File: config.mk
export PLATFORM = sky130hd
export DESIGN_NAME = wake_evt_top
export DESIGN_NICKNAME = d
export VERILOG_FILES = /design/src/rtl/wake_pkg.sv /design/src/rtl/wake_regs.sv /design/src/rtl/wake_snap.sv /design/src/rtl/wake_levels.sv /design/src/rtl/wake_evt_top.sv
export SDC_FILE = /design/constraint.sdc
export NUM_CORES = 1
export LEC_CHECK = 0
export ABC_AREA = 1
export BUFFER_PORTS_ARGS = -buffer_cell sky130_fd_sc_hd__buf_4
export CORE_ASPECT_RATIO = 1.5
export CORE_UTILIZATION = 55
export CTS_CLUSTER_DIAMETER = 40
export DETAILED_ROUTE_END_ITERATION = 16
export HOLD_SLACK_MARGIN = 0.15
export PLACE_DENSITY = 0.94
export SLEW_MARGIN = 0
export SYNTH_ARGS = -nofsm -noshare
export SYNTH_HDL_FRONTEND = slang
export SYNTH_SLANG_ARGS = --single-unit
File: constraint.sdc
create_clock -name clk -period 3 [get_ports clk]
set_clock_uncertainty 0.05 [all_clocks]
set_input_delay 0.3 -clock clk [delete_from_list [all_inputs] [get_ports clk]]
set_output_delay 0.3 -clock clk [all_outputs]
set_load 0.05 [all_outputs]
File: src/rtl/wake_pkg.sv
package wake_pkg;

    localparam int PA_W   = 8;
    localparam int PB_W   = 4;
    localparam int DATA_W = 8;
    localparam int ADDR_W = 3;

    localparam logic [ADDR_W-1:0] ADDR_PRIM  = 3'd0;
    localparam logic [ADDR_W-1:0] ADDR_AEN   = 3'd1;
    localparam logic [ADDR_W-1:0] ADDR_SEC   = 3'd2;
    localparam logic [ADDR_W-1:0] ADDR_BEN   = 3'd3;
    localparam logic [ADDR_W-1:0] ADDR_ROUTE = 3'd4;

    localparam int ROUTE_BIT = 4;

    typedef enum logic [2:0] {
        PS_NONE = 3'd0,
        PS_RSVD = 3'd1,
        PS_B1   = 3'd2,
        PS_B2   = 3'd3,
        PS_B3   = 3'd4,
        PS_AAND = 3'd5,
        PS_AOR  = 3'd6,
        PS_AXOR = 3'd7
    } prim_sel_e;

    typedef enum logic [2:0] {
        SS_NONE       = 3'd0,
        SS_ALO_AND    = 3'd1,
        SS_AHI_OR     = 3'd2,
        SS_B_NAND     = 3'd3,
        SS_B_NOR      = 3'd4,
        SS_AB0_AND    = 3'd5,
        SS_ABTOP_OR   = 3'd6,
        SS_ABLO_NAND  = 3'd7
    } sec_sel_e;

    typedef struct packed {
        logic      pol;
        prim_sel_e sel;
    } prim_cfg_t;

    typedef struct packed {
        logic     lvl;
        sec_sel_e sel;
    } sec_cfg_t;

    typedef struct packed {
        logic b_wr;
        logic b_vld;
        logic a_wr;
        logic a_vld;
    } snap_stat_t;

    // Returns {valid, value}; valid is low when the chosen source has no eligible pin.
    function automatic logic [1:0] prim_eval(
        input prim_sel_e       sel,
        input logic [PA_W-1:0] pa,
        input logic [PA_W-1:0] pa_ok,
        input logic [PB_W-1:0] pb,
        input logic [PB_W-1:0] pb_ok
    );
        logic v;
        logic r;
        v = 1'b0;
        r = 1'b0;
        case (sel)
            PS_B1:   begin v = pb_ok[1]; r = pb[1]; end
            PS_B2:   begin v = pb_ok[2]; r = pb[2]; end
            PS_B3:   begin v = pb_ok[3]; r = pb[3]; end
            PS_AAND: begin v = |pa_ok;   r = &(pa | ~pa_ok); end
            PS_AOR:  begin v = |pa_ok;   r = |(pa & pa_ok); end
            PS_AXOR: begin v = |pa_ok;   r = ^(pa & pa_ok); end
            default: begin v = 1'b0;     r = 1'b0; end
        endcase
        return {v, r};
    endfunction

    function automatic logic sec_eval(
        input sec_sel_e        sel,
        input logic [PA_W-1:0] pa,
        input logic [PB_W-1:0] pb
    );
        logic r;
        case (sel)
            SS_ALO_AND:   r = &pa[3:0];
            SS_AHI_OR:    r = |pa[7:4];
            SS_B_NAND:    r = ~&pb[3:0];
            SS_B_NOR:     r = ~|pb[3:0];
            SS_AB0_AND:   r = pa[0] & pb[0];
            SS_ABTOP_OR:  r = pa[7] | pb[3];
            SS_ABLO_NAND: r = ~&{pa[1:0], pb[1:0]};
            default:      r = 1'b0;
        endcase
        return r;
    endfunction

endpackage

File: src/rtl/wake_regs.sv
module wake_regs
    import wake_pkg::*;
#(
    parameter int AW = PA_W,
    parameter int BW = PB_W
) (
    input  logic               clk,
    input  logic               rst,
    input  logic               wr_en,
    input  logic [ADDR_W-1:0]  addr,
    input  logic [DATA_W-1:0]  wdata,
    input  snap_stat_t         stat,
    output prim_cfg_t          prim_cfg,
    output sec_cfg_t           sec_cfg,
    output logic [AW-1:0]      a_en,
    output logic [BW-1:0]      b_en,
    output logic               route_en,
    output logic [DATA_W-1:0]  rdata
);

    always_ff @(posedge clk) begin
        if (rst) begin
            prim_cfg <= '{pol: 1'b0, sel: PS_NONE};
            sec_cfg  <= '{lvl: 1'b0, sel: SS_NONE};
            a_en     <= '0;
            b_en     <= '0;
            route_en <= 1'b0;
        end else if (wr_en) begin
            case (addr)
                ADDR_PRIM: begin
                    prim_cfg.pol <= wdata[6];
                    prim_cfg.sel <= prim_sel_e'(wdata[4:2]);
                end
                ADDR_AEN:   a_en <= wdata[AW-1:0];
                ADDR_SEC: begin
                    sec_cfg.lvl <= wdata[7];
                    sec_cfg.sel <= sec_sel_e'(wdata[2:0]);
                end
                ADDR_BEN:   b_en <= wdata[BW-1:0];
                ADDR_ROUTE: route_en <= wdata[ROUTE_BIT];
                default: ;
            endcase
        end
    end

    always_comb begin
        case (addr)
            ADDR_PRIM:  rdata = {1'b0, prim_cfg.pol, 1'b0, prim_cfg.sel, 2'b00};
            ADDR_AEN:   rdata = DATA_W'(a_en);
            ADDR_SEC:   rdata = {sec_cfg.lvl, 4'b0000, sec_cfg.sel};
            ADDR_BEN:   rdata = DATA_W'(b_en);
            ADDR_ROUTE: rdata = {3'b000, route_en, stat};
            default:    rdata = '0;
        endcase
    end

endmodule

File: src/rtl/wake_snap.sv
module wake_snap #(
    parameter int W = 8
) (
    input  logic         clk,
    input  logic         rst,
    input  logic         port_rd,
    input  logic         port_wr,
    input  logic [W-1:0] pin,
    input  logic [W-1:0] wdata,
    input  logic [W-1:0] en,
    output logic         vld,
    output logic         by_wr,
    output logic         chg_evt
);

    logic [W-1:0] snap_q;
    logic [W-1:0] chg_bits;

    always_ff @(posedge clk) begin
        if (rst) begin
            snap_q <= '0;
            vld    <= 1'b0;
            by_wr  <= 1'b0;
        end else if (port_wr) begin
            snap_q <= wdata;
            vld    <= 1'b1;
            by_wr  <= 1'b1;
        end else if (port_rd) begin
            snap_q <= pin;
            vld    <= 1'b1;
            by_wr  <= 1'b0;
        end
    end

    for (genvar i = 0; i < W; i++) begin : g_pin
        assign chg_bits[i] = en[i] & vld & (pin[i] ^ snap_q[i]);
    end

    assign chg_evt = |chg_bits;

endmodule

File: src/rtl/wake_levels.sv
module wake_levels
    import wake_pkg::*;
(
    input  prim_cfg_t        prim_cfg,
    input  sec_cfg_t         sec_cfg,
    input  logic [PA_W-1:0]  pa,
    input  logic [PA_W-1:0]  pa_excl,
    input  logic [PB_W-1:0]  pb,
    input  logic [PB_W-1:0]  pb_excl,
    output logic             prim_evt,
    output logic             sec_evt
);

    logic [1:0] prim_res;
    logic       sec_res;

    always_comb begin
        prim_res = prim_eval(prim_cfg.sel, pa, ~pa_excl, pb, ~pb_excl);
        prim_evt = prim_res[1] & (prim_res[0] == prim_cfg.pol);
        sec_res  = sec_eval(sec_cfg.sel, pa, pb);
        sec_evt  = (sec_cfg.sel != SS_NONE) & (sec_res == sec_cfg.lvl);
    end

endmodule

File: src/rtl/wake_evt_top.sv
module wake_evt_top
    import wake_pkg::*;
(
    input  logic              clk,
    input  logic              rst,
    input  logic              reg_wr_en,
    input  logic [2:0]        reg_addr,
    input  logic [7:0]        reg_wdata,
    output logic [7:0]        reg_rdata,
    input  logic [7:0]        pa_pin,
    input  logic [7:0]        pa_dir_out,
    input  logic              pa_rd,
    input  logic              pa_wr,
    input  logic [7:0]        pa_wdata,
    input  logic [3:0]        pb_pin,
    input  logic [3:0]        pb_dir_out,
    input  logic              pb_rd,
    input  logic              pb_wr,
    input  logic [3:0]        pb_wdata,
    output logic              wake_evt,
    output logic              irq1,
    output logic [3:0]        pb_rd_view
);

    prim_cfg_t        prim_cfg;
    sec_cfg_t         sec_cfg;
    logic [PA_W-1:0]  a_en;
    logic [PB_W-1:0]  b_en;
    logic             route_en;
    snap_stat_t       snap_stat;
    logic             a_chg;
    logic             b_chg;
    logic             prim_evt;
    logic             sec_evt;

    wake_regs #(.AW(PA_W), .BW(PB_W)) u_regs (
        .clk      (clk),
        .rst      (rst),
        .wr_en    (reg_wr_en),
        .addr     (reg_addr),
        .wdata    (reg_wdata),
        .stat     (snap_stat),
        .prim_cfg (prim_cfg),
        .sec_cfg  (sec_cfg),
        .a_en     (a_en),
        .b_en     (b_en),
        .route_en (route_en),
        .rdata    (reg_rdata)
    );

    wake_snap #(.W(PA_W)) u_snap_a (
        .clk     (clk),
        .rst     (rst),
        .port_rd (pa_rd),
        .port_wr (pa_wr),
        .pin     (pa_pin),
        .wdata   (pa_wdata),
        .en      (a_en),
        .vld     (snap_stat.a_vld),
        .by_wr   (snap_stat.a_wr),
        .chg_evt (a_chg)
    );

    wake_snap #(.W(PB_W)) u_snap_b (
        .clk     (clk),
        .rst     (rst),
        .port_rd (pb_rd),
        .port_wr (pb_wr),
        .pin     (pb_pin),
        .wdata   (pb_wdata),
        .en      (b_en),
        .vld     (snap_stat.b_vld),
        .by_wr   (snap_stat.b_wr),
        .chg_evt (b_chg)
    );

    wake_levels u_levels (
        .prim_cfg (prim_cfg),
        .sec_cfg  (sec_cfg),
        .pa       (pa_pin),
        .pa_excl  (pa_dir_out | a_en),
        .pb       (pb_pin),
        .pb_excl  (pb_dir_out | b_en),
        .prim_evt (prim_evt),
        .sec_evt  (sec_evt)
    );

    assign wake_evt = prim_evt | sec_evt | a_chg | b_chg;
    assign irq1     = route_en & wake_evt;

    always_comb begin
        pb_rd_view    = pb_pin;
        pb_rd_view[3] = pb_pin[3] & ~(route_en & wake_evt);
    end

endmodule

* Word-level counts from Yosys, hierarchy flattened *
Index checks and enable logic that the tools add are counted.
W data, S select, Z words.

word-level totals
  output and inout port bits = 14
  latch bits = 0
  memory bits (writable) = 0
  flip-flop bits (word level) = 37
  memories kept = 0
  bits in read-only memories = 0
  word-level logic and storage cells = 125
  bits of input ports = 54

operators by class
  shifts and indexed selects = 0
  $add $sub $neg = 0
  equality and inequality tests = 19
  div/mod/pow operators = 0
  $lt $le $gt $ge = 0
  mux-type cells = 16
  bitwise operators = 53
  reduce and logical (&&, ||, !) cells = 24
  $mul = 0

operators with widths
  operator              number
  $pmux W8 S5           1
  $and A1 B1 Y1         29
  $eq A3 B3 Y1 const B  9
  $reduce_or A8 Y1      3
  $eq A3 B2 Y1 const B  6
  $mux W8               2
  $not A8 Y8            2
  $or A8 B8 Y8          2
  $reduce_and A4 Y1     3
  $reduce_or A4 Y1      3
  $xor A1 B1 Y1         12
  $reduce_and A2 Y1     5
  $and A8 B8 Y8         1
  $mux W1               8
  $mux W4               2
  $reduce_and A8 Y1     1
  $reduce_xor A8 Y1     1
  $pmux W1 S7           1
  $eq A3 B1 Y1 const B  2
  $pmux W1 S6           1
  $not A4 Y4            1
  $or A1 B1 Y1          4
  $or A4 B4 Y4          1
  $pmux W1 S4           1
  7 further kinds       11

* Longest topological paths before layout *
  word-level depth = 14
  mapped depth = 16
  gate-level depth less buffers = 16

* Modules after synthesis *
From an unflattened synthesis, not the netlist that was laid out.

unflattened totals
  cell total of the unflattened synthesis = 523
  area, all modules = 2972.9 um2

modules (own cells, without submodules)
  module                cells each  area each (um2)  instances
  wake_regs             182         1144.8           1
  wake_snap (u_snap_a)  120         711.9            1
  wake_levels           130         580.6            1
  wake_snap (u_snap_b)  70          399.1            1
  wake_evt_top          21          136.4            1

* Worst setup path after synthesis *
OpenSTA, ideal clock, no wires.

  path type = register to output
  start point = register u_regs.a_en[1]
  end point = output irq1
  data required time = 2.650 ns
  path slack = 0.161 ns
  path buffers = 0
  arrival time = 2.489 ns
  stages on the path, launching flop included = 16
  cell sequence = dfxtp_1 or2_1 or2_2 ha_1 inv_1 nand2_1 nand2_1 nand2_1 nand3_1 nand2_1 clkinv_1 nand2_1 nand2_1 nand2_1 nand3_2 a21oi_1

between the ends
  word-level cells in the longest chain between the ends = 12
  elaborated cells between the ends (all ways) = 20
  classes of those cells = eq/ne (1); mux (2); bitwise (12); reduce/logical (5)

ends and longest elaborated chain
  item                            RTL line            text
  start: declaration              wake_regs.sv:15     output logic [AW-1:0] a_en,
  start signal: assignment        wake_regs.sv:34     ADDR_AEN: a_en <= wdata[AW-1:0];
  $or A8 B8 Y8                    wake_evt_top.sv:81  .pa_excl (pa_dir_out | a_en),
  $not A8 Y8                      wake_levels.sv:18   prim_res = prim_eval(prim_cfg.sel, pa, ~pa_excl, pb, ~pb_excl);
  $not A8 Y8                      wake_pkg.sv:71      PS_AAND: begin v = |pa_ok; r = &(pa | ~pa_ok); end
  $or A8 B8 Y8                    wake_pkg.sv:71
  $reduce_and A8 Y1               wake_pkg.sv:71
  $pmux W1 S6                     wake_pkg.sv:67      case (sel)
  $eq A1 B1 Y1                    wake_levels.sv:19   prim_evt = prim_res[1] & (prim_res[0] == prim_cfg.pol);
  $and A1 B1 Y1                   wake_levels.sv:19
  $or A1 B1 Y1                    wake_evt_top.sv:88  assign wake_evt = prim_evt | sec_evt | a_chg | b_chg;
  $or A1 B1 Y1 (*) (2 in series)  wake_evt_top.sv:88
  $and A1 B1 Y1 (*)               wake_evt_top.sv:89  assign irq1 = route_en & wake_evt;
  end: declaration                wake_evt_top.sv:21  output logic irq1,

Mark *: on every way between the ends. The rest lies on a longest branch, timed or not.

* Final worst setup path *
Ends and elaborated chain as after synthesis.

==> impl_metrics.csv <==
group,metric,value,unit
status,status,"completed",
synth,syn_nets,467,
detailed_routing,post-route-drc-count,0,
timing,period_share,95.6,%
synth,synth_area_leader_cell,"dfxtp_1",
cells_and_area,area_growth,26.4,%
min_path,hold_path_class,"in -> reg",
place,dp_slack,0.346,ns
synth,synth_cell_types,32,
timing,setup_viol,0,
synth,yosysWarnings,0,
cells_and_area,design_area,3110,um2
timing,slew_viol_final,0,
setup_path,worstPathMaxFanout,4,
global_routing,grtUsageTotal,32.5,%
cts,ctsLongestPathBuffers,2,
pwr,power-per-cell-area,419,nW/um2
synth,ys_ff_latch,37,
synth,synth_top_area_share,30.1,%
place,dp_hpwl,5720,um
setup_path,cp-start-kind,"flip-flop",
place,place.gp.congestion,0.939,
timing,tightest_slew,0.921,ns
synth,ys.flop_type,"dfxtp_1",
synth,syn_area_per_cell,6.01,um2
cts,numCtsBuffers,5,
detailed_routing,vias,2911,
global_routing,grt_pass1_vias,2827,
setup_path,crit_type,"reg -> out",
global_routing,grt_start_max_net_pins,34,
setup_path,cp_slowest_stage_delay,0.33,ns
setup_path,cp_data_required_time,2.65,ns
floorplanning,die_h,83.9,um
synth,synth_cells,409,
detailed_routing,avgRoutedWirePerCell,14.2,um
pwr,p_leak,1.57,nW
global_routing,antenna_found_initial,0,
cts,hold_buffers,0,
timing,hold_viol,0,
setup_path,slowest_stage,"dfxtp_1",
floorplanning,coreArea,4250,um2
detailed_routing,wl,7380,um
cts,cts.sinks,37,
cts,path_clk_slew,0.08,ns
place,portBuffers,66,
cells_and_area,diodes,0,
timing,fin_ws,0.131,ns
floorplanning,floorplan.initialDensity,57.9,%
synth,synth_edf_count,0,
timing,period_needed,2.87,ns
setup_path,critPathMostFrequentCell,"nand2_1",
synth,syn_area,2460,um2
global_routing,grt_pass1_wl,12200,um
cells_and_area,fin_nets,531,
cts,cts_htree_levels,2,
floorplanning,num_rows,29,
cts,cts_root_buf,"clkbuf_8",
synth,synth_area_leaders,"dfxtp_1 (30%), nand2_1 (18%), inv_1 (11%), nor2_1 (7.0%), o21ai_0 (4.9%)",
cts,cts_tree,"done",
detailed_routing,ant_nets,0,
pwr,power.total,1.30,mW
floorplanning,dieArea,4750,um2
detailed_routing,first_iter_violations,184,
setup_path,cp_top_family,"simple AND/OR/NAND/NOR gates",
setup_path,cp-end-kind,"primary output",
timing,slew_headroom,38.6,%
setup_path,crit_buf_inv,3,
floorplanning,ioPinCount,68,
setup_path,cp_data_arrival_time,2.52,ns
timing,max_freq,0.349,GHz
detailed_routing,vias_per_cell,5.60,
detailed_routing,first_pass_iters,6,
pwr,peakVddDrop,0.551,mV
synth,yosysSeqAreaShare,30.1,%
cells_and_area,drive_gt1_share,19.0,%
job,drv_cap,0,
place,place_area,2960,um2
cts,clkLatencyLatePin,0.29,ns
global_routing,grt-ovfl-total,0,
synth,synth-async-reset-ratio,0,%
setup_path,crit_chain,"or2_4 > or2_4 > ha_4 > inv_1 > nand2_1 > nand2_1 > nand2_1 > nand3_1 > nand2_1 > clkinv_1 > nand2_1 > nand2_1 > nand2_1 > nand3_2 > a21oi_2 > buf_6",
floorplanning,die_w,56.6,um
## worst paths after layout
| check | from | to | slack (ns) | cells after the start |
|---|---|---|---|---|
| worst max-delay path | u_regs.a_en[1] | irq1 | 0.13 | 16 |
| worst min-delay path | rst | u_regs.prim_cfg[0] | 0.17 | 2 |
| worst max register to register | u_snap_a.vld | u_snap_a.vld | 2.07 | 2 |
| worst min register to register | u_snap_b.by_wr | u_snap_b.by_wr | 0.44 | 2 |
## logic make-up (layout without fill, tap and decap cells)
logic type | Yosys count | in the layout | share of synthesized area [%]
flops | 37 | 37 | 30.1
buf+inv | 85 | 150 | 13.8
compound gates | 74 | 74 | 18.1
fa+ha+maj | 4 | 4 | 2.04
simple gates | 208 | 208 | 35.6
xor+xnor | 1 | 1 | 0.356
## synth_stat cells, types with 2 or more instances
library cell  count
nand2_1         120
o211ai_1          3
inv_2             3
o21ai_0          24
buf_4             3
a21oi_1          23
nand3_1          12
nand4_1          15
clkbuf_1          4
nor2_1           46
nor2_2            3
inv_1            72
dfxtp_1          37
o21ai_1           3
or2_0             2
nor3_1            4
o22ai_1           5
ha_1              4
o221ai_1         11
nand2_2           2
a21oi_2           2
## registers in the layout (all words and copies together), names as in the netlist, 4 cells and up
register and flops:
u_snap_a.snap_q 8, u_regs.sec_cfg 4, u_regs.b_en 4, u_regs.prim_cfg 4, u_regs.a_en 8, u_snap_b.snap_q 4
## layout make-up
| cell class | count | area (um2) |
|---|---|---|
| clock buffers | 6 | 82.6 |
| repair buffers | 66 | 503 |
| multi-input cells | 287 | 1400 |
| inverters | 76 | 285 |
| fillers | 340 | 1140 |
| flip-flops and latches | 37 | 741 |
| clock inverters | 2 | 37.5 |
| well taps | 46 | 57.6 |
## cells in the final DEF (no fill, tap or decap), drive strengths merged
| cell type | n |
|---|---|
| o21ai | 27 |
| bufinv | 1 |
| o22ai | 5 |
| a221o | 1 |
| dfxtp | 37 |
| nor3 | 4 |
| nor2 | 50 |
| buf | 66 |
| nand4 | 15 |
| inv | 75 |
| o2111ai | 1 |
| nand3 | 13 |
| clkinv | 1 |
| or2 | 4 |
| xor2 | 1 |
| ha | 4 |
| clkinvlp | 1 |
| clkbuf | 6 |
| a21oi | 25 |
| o221ai | 11 |
| nand2 | 122 |
| a221oi | 1 |
| o211ai | 3 |
## metal layers
metal  GRT usage [%]  vias up  share of wire, %
li1                -     1443                 -
met1            36.6     1304                37
met2            56.9      132                51
met3            5.89       32               7.4
met4            16.9        0               5.2
met5               0        -                 0
## metrics by stage
step / hold WS, ns / setup TNS (ns) / util [%] / cells
5_1_grt: 0.162 / -0.0504 / 73.2 / 520
6_report: 0.174 / 0 / 73.2 / 520
2_1_floorplan: 0.319 / 0 / - / 409
3_3_place_gp: 0.419 / 0 / 69.7 / 512
3_5_place_dp: 0.424 / 0 / 69.7 / 512
4_1_cts: 0.167 / 0 / 72.5 / 520
## where the power goes
group	switching, mW	internal [mW]
clock	0.191	0.270
sequential	0.0209	0.515
combinational	0.185	0.120
## timing repair
item,CTS,global route
setup endpoints to repair,0,3
gates resized for setup,0,6
setup buffers,0,0
No activity file was read; power rests on OpenSTA's default activity.
